## src/rtl/cmd_pkt_pkg.sv

```systemverilog
// Package: shared constants, state and field types, and the CRC step
// function for the command packet receiver.
package cmd_pkt_pkg;

    localparam logic [15:0] SOP_WORD  = 16'h1C3C;
    localparam logic [15:0] EOP_WORD  = 16'h1CFD;
    localparam logic [15:0] LRST_WORD = 16'h1CBC;

    localparam logic [15:0] CRC_POLY  = 16'h1021;
    localparam logic [15:0] CRC_SEED  = 16'hFFFF;

    localparam logic [2:0] ERR_NONE  = 3'd0;
    localparam logic [2:0] ERR_INDEX = 3'd1;
    localparam logic [2:0] ERR_LEN   = 3'd2;
    localparam logic [2:0] ERR_CMD   = 3'd3;
    localparam logic [2:0] ERR_CRC   = 3'd4;
    localparam logic [2:0] ERR_FRAME = 3'd5;

    typedef enum logic [2:0] {
        ST_IDLE    = 3'd0,
        ST_READ    = 3'd1,
        ST_DELIVER = 3'd2,
        ST_ERROR   = 3'd3,
        ST_RESET   = 3'd4
    } rx_state_e;

    typedef enum logic [2:0] {
        FLD_INDEX = 3'd0,
        FLD_LEN   = 3'd1,
        FLD_CMD   = 3'd2,
        FLD_PARAM = 3'd3,
        FLD_CRC   = 3'd4,
        FLD_EOP   = 3'd5
    } field_e;

    // Advance the CRC register over one 16-bit word, MSB first.
    function automatic logic [15:0] crc16_step(input logic [15:0] crc,
                                               input logic [15:0] word);
        logic [15:0] c;
        c = crc;
        for (int b = 15; b >= 0; b--) begin
            if (c[15] ^ word[b]) c = (c << 1) ^ CRC_POLY;
            else                 c = c << 1;
        end
        return c;
    endfunction

endpackage

```

## src/rtl/cmd_crc16.sv

```systemverilog
// CRC-16 accumulator. clr_i reloads the seed; en_i folds in_i into the
// register. Assumes clr_i and en_i are never high in the same cycle.
module cmd_crc16
    import cmd_pkt_pkg::*;
(
    input  logic        clk,
    input  logic        rst_n,
    input  logic        clr_i,
    input  logic        en_i,
    input  logic [15:0] in_i,
    output logic [15:0] crc_o
);

    logic [15:0] crc_q;

    // Hold the running CRC of the packet body.
    always_ff @(posedge clk) begin
        if (!rst_n || clr_i) crc_q <= CRC_SEED;
        else if (en_i)       crc_q <= crc16_step(crc_q, in_i);
    end

    assign crc_o = crc_q;

endmodule

```

## src/rtl/cmd_param_buf.sv

```systemverilog
// Parameter store: words are written in order while a packet arrives and
// read back in order during the hand-off. clr_i rewinds both pointers.
// Assumes at most DEPTH-1 words per packet and no write during reading.
module cmd_param_buf #(
    parameter int DW    = 16,
    parameter int DEPTH = 256
) (
    input  logic          clk,
    input  logic          rst_n,
    input  logic          clr_i,
    input  logic          wr_en_i,
    input  logic [DW-1:0] wr_data_i,
    input  logic          rd_adv_i,
    output logic [DW-1:0] rd_data_o,
    output logic [$clog2(DEPTH)-1:0] wr_count_o,
    output logic          empty_o
);

    localparam int AW = $clog2(DEPTH);

    logic [DW-1:0] mem [DEPTH];
    logic [AW-1:0] wr_ptr_q;
    logic [AW-1:0] rd_ptr_q;

    // Store incoming parameter words.
    always_ff @(posedge clk) begin
        if (wr_en_i) mem[wr_ptr_q] <= wr_data_i;
    end

    // Move write and read pointers.
    always_ff @(posedge clk) begin
        if (!rst_n || clr_i) begin
            wr_ptr_q <= '0;
            rd_ptr_q <= '0;
        end else begin
            if (wr_en_i)  wr_ptr_q <= wr_ptr_q + 1'b1;
            if (rd_adv_i) rd_ptr_q <= rd_ptr_q + 1'b1;
        end
    end

    assign rd_data_o  = mem[rd_ptr_q];
    assign wr_count_o = wr_ptr_q;
    assign empty_o    = (rd_ptr_q == wr_ptr_q);

endmodule

```

## src/rtl/cmd_pulse_timer.sv

```systemverilog
// Fixed-width pulse generator: start_i loads CYCLES, busy_o stays high
// for exactly CYCLES cycles, last_o marks the final one.
module cmd_pulse_timer #(
    parameter int CYCLES = 16
) (
    input  logic clk,
    input  logic rst_n,
    input  logic start_i,
    output logic busy_o,
    output logic last_o
);

    localparam int TW = $clog2(CYCLES + 1);
    localparam logic [TW-1:0] LOAD = TW'(CYCLES);

    logic [TW-1:0] cnt_q;

    // Count the pulse down from its load value.
    always_ff @(posedge clk) begin
        if (!rst_n)             cnt_q <= '0;
        else if (start_i)       cnt_q <= LOAD;
        else if (cnt_q != '0)   cnt_q <= cnt_q - 1'b1;
    end

    assign busy_o = (cnt_q != '0);
    assign last_o = (cnt_q == TW'(1));

endmodule

```

## src/rtl/cmd_pkt_rx.sv

```systemverilog
// Framed command packet receiver. Parses start marker, packet number,
// parameter count, command code, parameters, CRC and end marker; checks
// numbering, count, command, CRC and framing; releases the command only
// after the whole packet has checked good. Assumes the sender waits for
// cmd_done_o before sending the next packet (words are ignored in hand-off).
module cmd_pkt_rx
    import cmd_pkt_pkg::*;
#(
    parameter int MAX_PARAMS = 255,
    parameter int NUM_CMDS   = 4,
    parameter int RST_CYCLES = 16
) (
    input  logic        clk,
    input  logic        rst_n,
    input  logic        in_valid_i,
    input  logic        in_ctl_i,
    input  logic [15:0] in_data_i,
    output logic [15:0] cmd_id_o,
    output logic        cmd_active_o,
    output logic        par_valid_o,
    input  logic        par_ready_i,
    output logic [15:0] par_data_o,
    output logic        cmd_done_o,
    output logic        err_flag_o,
    output logic [2:0]  err_code_o,
    output logic [2:0]  rx_state_o,
    output logic        link_rst_o
);

    localparam int BUF_DEPTH = MAX_PARAMS + 1;
    localparam int CW        = $clog2(BUF_DEPTH);
    localparam logic [15:0] LEN_LIMIT = 16'(MAX_PARAMS);
    localparam logic [15:0] CMD_LAST  = 16'(NUM_CMDS);

    rx_state_e     state_q, state_d;
    field_e        fld_q, fld_d;
    logic [15:0]   last_idx_q;
    logic          have_idx_q;
    logic [15:0]   pkt_idx_q;
    logic [CW-1:0] plen_q;
    logic [15:0]   cmd_q;
    logic          err_flag_q;
    logic [2:0]    err_code_q;

    logic          is_sop, is_eop, is_lrst;
    logic          start_pkt, goto_reset, accept_pkt;
    logic          err_set;
    logic [2:0]    err_new;
    logic          crc_en, buf_wr;
    logic [15:0]   crc_w;
    logic [15:0]   buf_rd;
    logic [CW-1:0] buf_cnt;
    logic          buf_empty;
    logic          rst_busy, rst_last;
    logic          hand_take;

    assign is_sop  = in_valid_i && in_ctl_i && (in_data_i == SOP_WORD);
    assign is_eop  = in_valid_i && in_ctl_i && (in_data_i == EOP_WORD);
    assign is_lrst = in_valid_i && in_ctl_i && (in_data_i == LRST_WORD);

    // Decide the next state, field and side effects of the current word.
    always_comb begin
        state_d    = state_q;
        fld_d      = fld_q;
        start_pkt  = 1'b0;
        goto_reset = 1'b0;
        accept_pkt = 1'b0;
        err_set    = 1'b0;
        err_new    = ERR_NONE;
        crc_en     = 1'b0;
        buf_wr     = 1'b0;
        unique case (state_q)
            ST_IDLE, ST_ERROR: begin
                if (is_lrst)     goto_reset = 1'b1;
                else if (is_sop) start_pkt  = 1'b1;
            end
            ST_READ: begin
                if (is_lrst) begin
                    goto_reset = 1'b1;
                end else if (in_valid_i) begin
                    if (in_ctl_i && fld_q != FLD_EOP) begin
                        err_set = 1'b1;
                        err_new = ERR_FRAME;
                    end else begin
                        unique case (fld_q)
                            FLD_INDEX: begin
                                if (have_idx_q && in_data_i != last_idx_q + 16'd1) begin
                                    err_set = 1'b1;
                                    err_new = ERR_INDEX;
                                end else begin
                                    crc_en = 1'b1;
                                    fld_d  = FLD_LEN;
                                end
                            end
                            FLD_LEN: begin
                                if (in_data_i > LEN_LIMIT) begin
                                    err_set = 1'b1;
                                    err_new = ERR_LEN;
                                end else begin
                                    crc_en = 1'b1;
                                    fld_d  = FLD_CMD;
                                end
                            end
                            FLD_CMD: begin
                                if (in_data_i == 16'd0 || in_data_i > CMD_LAST) begin
                                    err_set = 1'b1;
                                    err_new = ERR_CMD;
                                end else begin
                                    crc_en = 1'b1;
                                    fld_d  = (plen_q == '0) ? FLD_CRC : FLD_PARAM;
                                end
                            end
                            FLD_PARAM: begin
                                crc_en = 1'b1;
                                buf_wr = 1'b1;
                                if (buf_cnt + CW'(1) == plen_q) fld_d = FLD_CRC;
                            end
                            FLD_CRC: begin
                                if (in_data_i != crc_w) begin
                                    err_set = 1'b1;
                                    err_new = ERR_CRC;
                                end else begin
                                    fld_d = FLD_EOP;
                                end
                            end
                            default: begin
                                if (is_eop) begin
                                    accept_pkt = 1'b1;
                                end else begin
                                    err_set = 1'b1;
                                    err_new = ERR_FRAME;
                                end
                            end
                        endcase
                    end
                end
            end
            ST_DELIVER: begin
                if (buf_empty) state_d = ST_IDLE;
            end
            default: begin
                if (rst_last) state_d = ST_IDLE;
            end
        endcase
        if (goto_reset) state_d = ST_RESET;
        if (start_pkt) begin
            state_d = ST_READ;
            fld_d   = FLD_INDEX;
        end
        if (err_set)    state_d = ST_ERROR;
        if (accept_pkt) state_d = ST_DELIVER;
    end

    // Register the receive state and the current field.
    always_ff @(posedge clk) begin
        if (!rst_n) begin
            state_q <= ST_IDLE;
            fld_q   <= FLD_INDEX;
        end else begin
            state_q <= state_d;
            fld_q   <= fld_d;
        end
    end

    // Latch the header fields of the packet being received.
    always_ff @(posedge clk) begin
        if (!rst_n) begin
            pkt_idx_q <= '0;
            plen_q    <= '0;
            cmd_q     <= '0;
        end else if (state_q == ST_READ && in_valid_i && !in_ctl_i) begin
            if (fld_q == FLD_INDEX) pkt_idx_q <= in_data_i;
            if (fld_q == FLD_LEN)   plen_q    <= in_data_i[CW-1:0];
            if (fld_q == FLD_CMD)   cmd_q     <= in_data_i;
        end
    end

    // Track the number of the last accepted packet.
    always_ff @(posedge clk) begin
        if (!rst_n || goto_reset) begin
            last_idx_q <= '0;
            have_idx_q <= 1'b0;
        end else if (accept_pkt) begin
            last_idx_q <= pkt_idx_q;
            have_idx_q <= 1'b1;
        end
    end

    // Keep the sticky error flag and the code of the last fault.
    always_ff @(posedge clk) begin
        if (!rst_n || goto_reset) begin
            err_flag_q <= 1'b0;
            err_code_q <= ERR_NONE;
        end else if (err_set) begin
            err_flag_q <= 1'b1;
            err_code_q <= err_new;
        end
    end

    cmd_crc16 u_crc (
        .clk   (clk),
        .rst_n (rst_n),
        .clr_i (start_pkt),
        .en_i  (crc_en),
        .in_i  (in_data_i),
        .crc_o (crc_w)
    );

    assign hand_take = (state_q == ST_DELIVER) && !buf_empty && par_ready_i;

    cmd_param_buf #(
        .DW    (16),
        .DEPTH (BUF_DEPTH)
    ) u_buf (
        .clk        (clk),
        .rst_n      (rst_n),
        .clr_i      (start_pkt),
        .wr_en_i    (buf_wr),
        .wr_data_i  (in_data_i),
        .rd_adv_i   (hand_take),
        .rd_data_o  (buf_rd),
        .wr_count_o (buf_cnt),
        .empty_o    (buf_empty)
    );

    cmd_pulse_timer #(
        .CYCLES (RST_CYCLES)
    ) u_rst_timer (
        .clk     (clk),
        .rst_n   (rst_n),
        .start_i (goto_reset),
        .busy_o  (rst_busy),
        .last_o  (rst_last)
    );

    assign cmd_id_o     = cmd_q;
    assign cmd_active_o = (state_q == ST_DELIVER);
    assign par_valid_o  = (state_q == ST_DELIVER) && !buf_empty;
    assign par_data_o   = buf_rd;
    assign cmd_done_o   = (state_q == ST_DELIVER) && buf_empty;
    assign err_flag_o   = err_flag_q;
    assign err_code_o   = err_code_q;
    assign rx_state_o   = state_q;
    assign link_rst_o   = rst_busy;

endmodule

```

## config.mk

```make
export PLATFORM = sky130hd
export DESIGN_NAME = cmd_pkt_rx
export DESIGN_NICKNAME = d
export VERILOG_FILES = /design/src/rtl/cmd_pkt_pkg.sv /design/src/rtl/cmd_crc16.sv /design/src/rtl/cmd_param_buf.sv /design/src/rtl/cmd_pulse_timer.sv /design/src/rtl/cmd_pkt_rx.sv
export SDC_FILE = /design/constraint.sdc
export NUM_CORES = 2
export LEC_CHECK = 0
export BUFFER_PORTS_ARGS = -buffer_cell sky130_fd_sc_hd__clkbuf_2
export CAP_MARGIN = 15
export CORE_MARGIN = 5
export CORE_UTILIZATION = 68
export CTS_CLUSTER_DIAMETER = 30
export DETAILED_ROUTE_END_ITERATION = 6
export PLACE_DENSITY = 0.84
export SYNTH_ARGS = -nofsm -noshare
export SYNTH_HDL_FRONTEND = slang
export SYNTH_SLANG_ARGS = --single-unit
```

## constraint.sdc

```tcl
create_clock -name clk -period 7.2 [get_ports clk]
set_input_delay 2.16 -clock clk [delete_from_list [all_inputs] [get_ports clk]]
set_output_delay 2.16 -clock clk [all_outputs]
set_load 0.01 [all_outputs]
```

==> impl_metrics.toml, run 1 <==
[clock_tree]
cts-root-buf = "clkbuf_16"
cts_buffers = 620
postCtsHoldBufs = 0
cts_buffer_depth = 4
ctsHtreeMaxLevel = 6
cts.sinks = 4208

[synthesis]
synthFlopType = "edfxtp_1"
syn-instance-count = 6964
synth.distinct_cells = 66
ys_ff_latch = 4208
yosysWarnings = 0
synth_most_common_cell = "edfxtp_1"
synthesis.area_mm2 = 0.163
synth_top_area_share_pct = 75.7
synth.largest_area_cell = "edfxtp_1"
synth_edf_count = 4096
synth_common_cells = "4096 x edfxtp_1, 1280 x mux4_2, 308 x nor2_1"
ys_seq_area_share_pct = 77.0
synthArstFlopShare_pct = 0
synth.avg_cell_area_um2 = 23.3
synth_nets = 6994
synth.area.top_cells = "edfxtp_1 76%, mux4_2 18%, dfxtp_1 1.4%"

[placed_design]
gp_congestion = 0.876
portBuffers = 63
dp_hpwl_mm = 259

[floorplan]
die_w_um = 499
std_cell_rows = 179
initial_core_util_pct = 68.4
ioPinCount = 64
dieHeight_um = 499

[timing]
worst-ep-kind = "top-level output"
worst_endpoint = "par_data_o[9]"

[global_route]
grt_overflow_total = 367
grt_util_all_layers_pct = 71.1
grt_max_degree = 165

[outcome]
outcome = "aborted with a tool error"
lastStage = "global routing"
firstError = "[ERROR GRT-0232] Routing congestion too high. Check the congestion heatmap in the GUI."
## routing by layer
layer | track usage [%] | overflow
met5 | 36.4 | 5
met4 | 64.2 | 140
met3 | 60.4 | 38
met2 | 85.5 | 141
met1 | 71.7 | 43
## metrics by stage
stage / std cells / hold WS (ps) / setup TNS [ps] / setup slack, ps / instance area [um^2]
after CTS: 11500 / 497 / 0 / 15.5 / 191000
after floorplan: 6964 / 436 / 0 / 2150 / 163000
after global placement: 10300 / 442 / -277 / -277 / 170000
after detailed placement: 10300 / 452 / 0 / 530 / 170000
## kinds of logic after synthesis
| logic type | count (synthesis) | share of synthesized area, % |
|---|---|---|
| buffers and inverters | 409 | 1.11 |
| xor gates and xnor gates | 102 | 0.582 |
| muxes | 1426 | 18.6 |
| adders and majority gates | 9 | 0.0693 |
| AOI/OAI and AO/OA | 168 | 0.704 |
| and+or+nand+nor | 642 | 1.88 |
| DFF | 4208 | 77.0 |
## timing repair
action	CTS
resized for setup	20
setup buffers	8
endpoints found under the setup margin	16
==> run 2, diff against run 1 <==
CORE_UTILIZATION = 40   (was 68)
CTS_CLUSTER_DIAMETER = unset   (was 30)
PLACE_DENSITY = unset   (was 0.84)
PLACE_DENSITY_LB_ADDON = 0.15   (was unset)
==> run 2 against run 1 <==
Compared with the run above: the run now ends clean; synthesized area unchanged; synthesized cell count unchanged.
==> impl_metrics.toml, run 2 <==
[timing]
hold_viol_final = 0
finalWorstSetupSlack_ps = 105
fmax_mhz = 141
tightest_slew_ps = 1230
final.setup.tns_ps = 0
setup_violations = 0
finClkSkew_ps = 50.5
slew_violations = 0
post-route-period-util_pct = 98.5
max_slew_margin_pct = 18.0
fin_crit_ps = 7100

[placed_design]
dpl_cell_area_mm2 = 0.174
portBuffers = 63
pre_cts_slack_ps = 453
dp.cells = 12600
dp_hpwl_mm = 263
gp_congestion = 0.788

[clock_tree]
postCtsHoldBufs = 0
cts_buffer_depth = 4
clk_pin_slew_ps = 70
cts-root-buf = "clkbuf_16"
cts_buffers = 443
cts.sinks = 4208
cts_tree = "yes"
ctsHtreeMaxLevel = 5
clkLatencyLatePin_ps = 1000

[global_route]
grt_pass1_vias = 78900
grt_antenna_before_repair = 27
grt_util_all_layers_pct = 21.1
grt_overflow_total = 0
grt_max_degree = 178
grt_pass1_wl_mm = 627

[synthesis]
ys_seq_area_share_pct = 77.0
synth_common_cells = "4096 x edfxtp_1, 1280 x mux4_2, 308 x nor2_1"
synth.avg_cell_area_um2 = 23.3
synth_nets = 6994
synth_top_area_share_pct = 75.7
synthFlopType = "edfxtp_1"
syn-instance-count = 6964
synth_edf_count = 4096
synthArstFlopShare_pct = 0
synth.largest_area_cell = "edfxtp_1"
synth.distinct_cells = 66
yosysWarnings = 0
ys_ff_latch = 4208
synth_most_common_cell = "edfxtp_1"
synthesis.area_mm2 = 0.163
synth.area.top_cells = "edfxtp_1 76%, mux4_2 18%, dfxtp_1 1.4%"

[route]
viasPerCell = 5.74
drc = 0
vias = 77200
wl_met1_mm = 192
antenna_left = 0
wl_met3_mm = 31.9
wl_mm = 448
routed-wl-met2_mm = 215
highest_layer = "met5"
first_pass_iters = 5
drt-initial-drc-count = 8574
wl_per_cell_um = 33.3

[floorplan]
die_w_um = 648
core-area_mm2 = 0.406
dieArea_mm2 = 0.419
std_cell_rows = 234
dieHeight_um = 648
initial_core_util_pct = 40.1
ioPinCount = 64

[worst_hold_path]
hold_class = "reg -> reg"

[power]
total_power_mw = 49.9
vdd_drop_max_mv = 0.194
power_density_mw_per_mm2 = 266
p_leak_nw = 56.6

[cells_and_area]
final_common_cell = "edfxtp_1"
largest_reg_flops = 4096
regMostFlops = "u_buf.mem"
synthToLayoutAreaGrowth_pct = 15.7
final_cell_mix = "4096 x edfxtp_1, 1280 x mux4_2, 497 x buf_4"
fin_cells = 13500
fin_nets = 7675
final_area_mm2 = 0.188
fillerInstances = 33400
drive_above_1_share_pct = 34.0

[job]
drv_cap = 0

[worst_setup_path]
path_class = "reg -> out"
crit_required_ps = 5040
start_kind = "flip-flop"
endpoint_kind = "output pin"
cp.arrival_ps = 4940
crit_fanout = 63

[outcome]
outcome = "completed"
[run 2: cell counts after synthesis]
Identical to the previous run, type by type.
[run 2: worst paths after layout]
kind | from | depth (start not counted) | to | slack [ps]
worst max-delay path | flip-flop | 9 | par_data_o[13] | 100
worst min-delay path | pkt_idx_q[11]$_SDFFE_PN0P_ | 2 | last_idx_q[11]$_SDFFE_PP0P_ | 440
worst max register to register | fld_q[2]$_SDFFE_PP0P_ | 9 | u_buf.mem[107][1]$_DFFE_PP_ | 3240
worst min register to register | pkt_idx_q[11]$_SDFFE_PN0P_ | 2 | last_idx_q[11]$_SDFFE_PP0P_ | 440
[run 2: kinds of logic (layout without fill, tap and decap cells)]
group | Yosys count | count (layout) | share of synthesized area, %
flip-flops | 4208 | 4208 | 77.0
other | 0 | 8 | 0
AO/OA/AOI/OAI | 168 | 168 | 0.704
buffers and inverters | 409 | 1463 | 1.11
multiplexers | 1426 | 1426 | 18.6
adder cells (fa/ha/maj) | 9 | 9 | 0.0693
AND/OR/NAND/NOR | 642 | 642 | 1.88
XOR/XNOR | 102 | 102 | 0.582
[run 2: power breakdown]
group | total (mW) | switching [mW] | internal (mW)
Combinational | 0.651 | 0.538 | 0.113
Clock | 22.4 | 9.49 | 12.9
Sequential | 26.9 | 0.0102 | 26.9
Total | 49.9 | 10.0 | 39.9
[run 2: final cells by class]
class / instances / area, um^2 / area share [%]
repair buffers: 635 / 5710 / 3.03
flip-flops and latches: 4208 / 125000 / 66.6
clock buffers: 552 / 11700 / 6.21
inverters: 10 / 37.5 / 0.0200
multi-input cells: 2347 / 36000 / 19.1
clock inverters: 266 / 2580 / 1.37
well taps: 5428 / 6790 / 3.61
diodes: 8 / 20.0 / 0.0106
[run 2: repair_timing]
action | CTS | global route
setup buffers | 10 | 0
resized for setup | 5 | 0
setup endpoints to repair | 16 | 0
[run 2: critical path, stage by stage, from the launching register on]
cell,delay (ps)
dfxtp_4,360
buf_4,240
buf_12,380
mux4_2,280
mux4_2,300
mux2i_1,200
a22oi_1,610
nand2_1,480
nor4b_1,790
clkbuf_2,270
[run 2: routing by layer]
layer / up-vias / GRT usage, %
met5: - / 0
met4: 2 / 4.00
li1: 31100 / -
met3: 501 / 3.80
met1: 42800 / 30.7
met2: 2827 / 33.9
[run 2: through the flow]
stage / utilization, % / hold WS (ps)
finish: 46.4 / 441
global route: 46.4 / 477
CTS: 46.4 / 439
detailed placement: 42.8 / 449
global placement: 42.8 / 445
floorplan: - / 436
(Power assumes the default switching activity.)
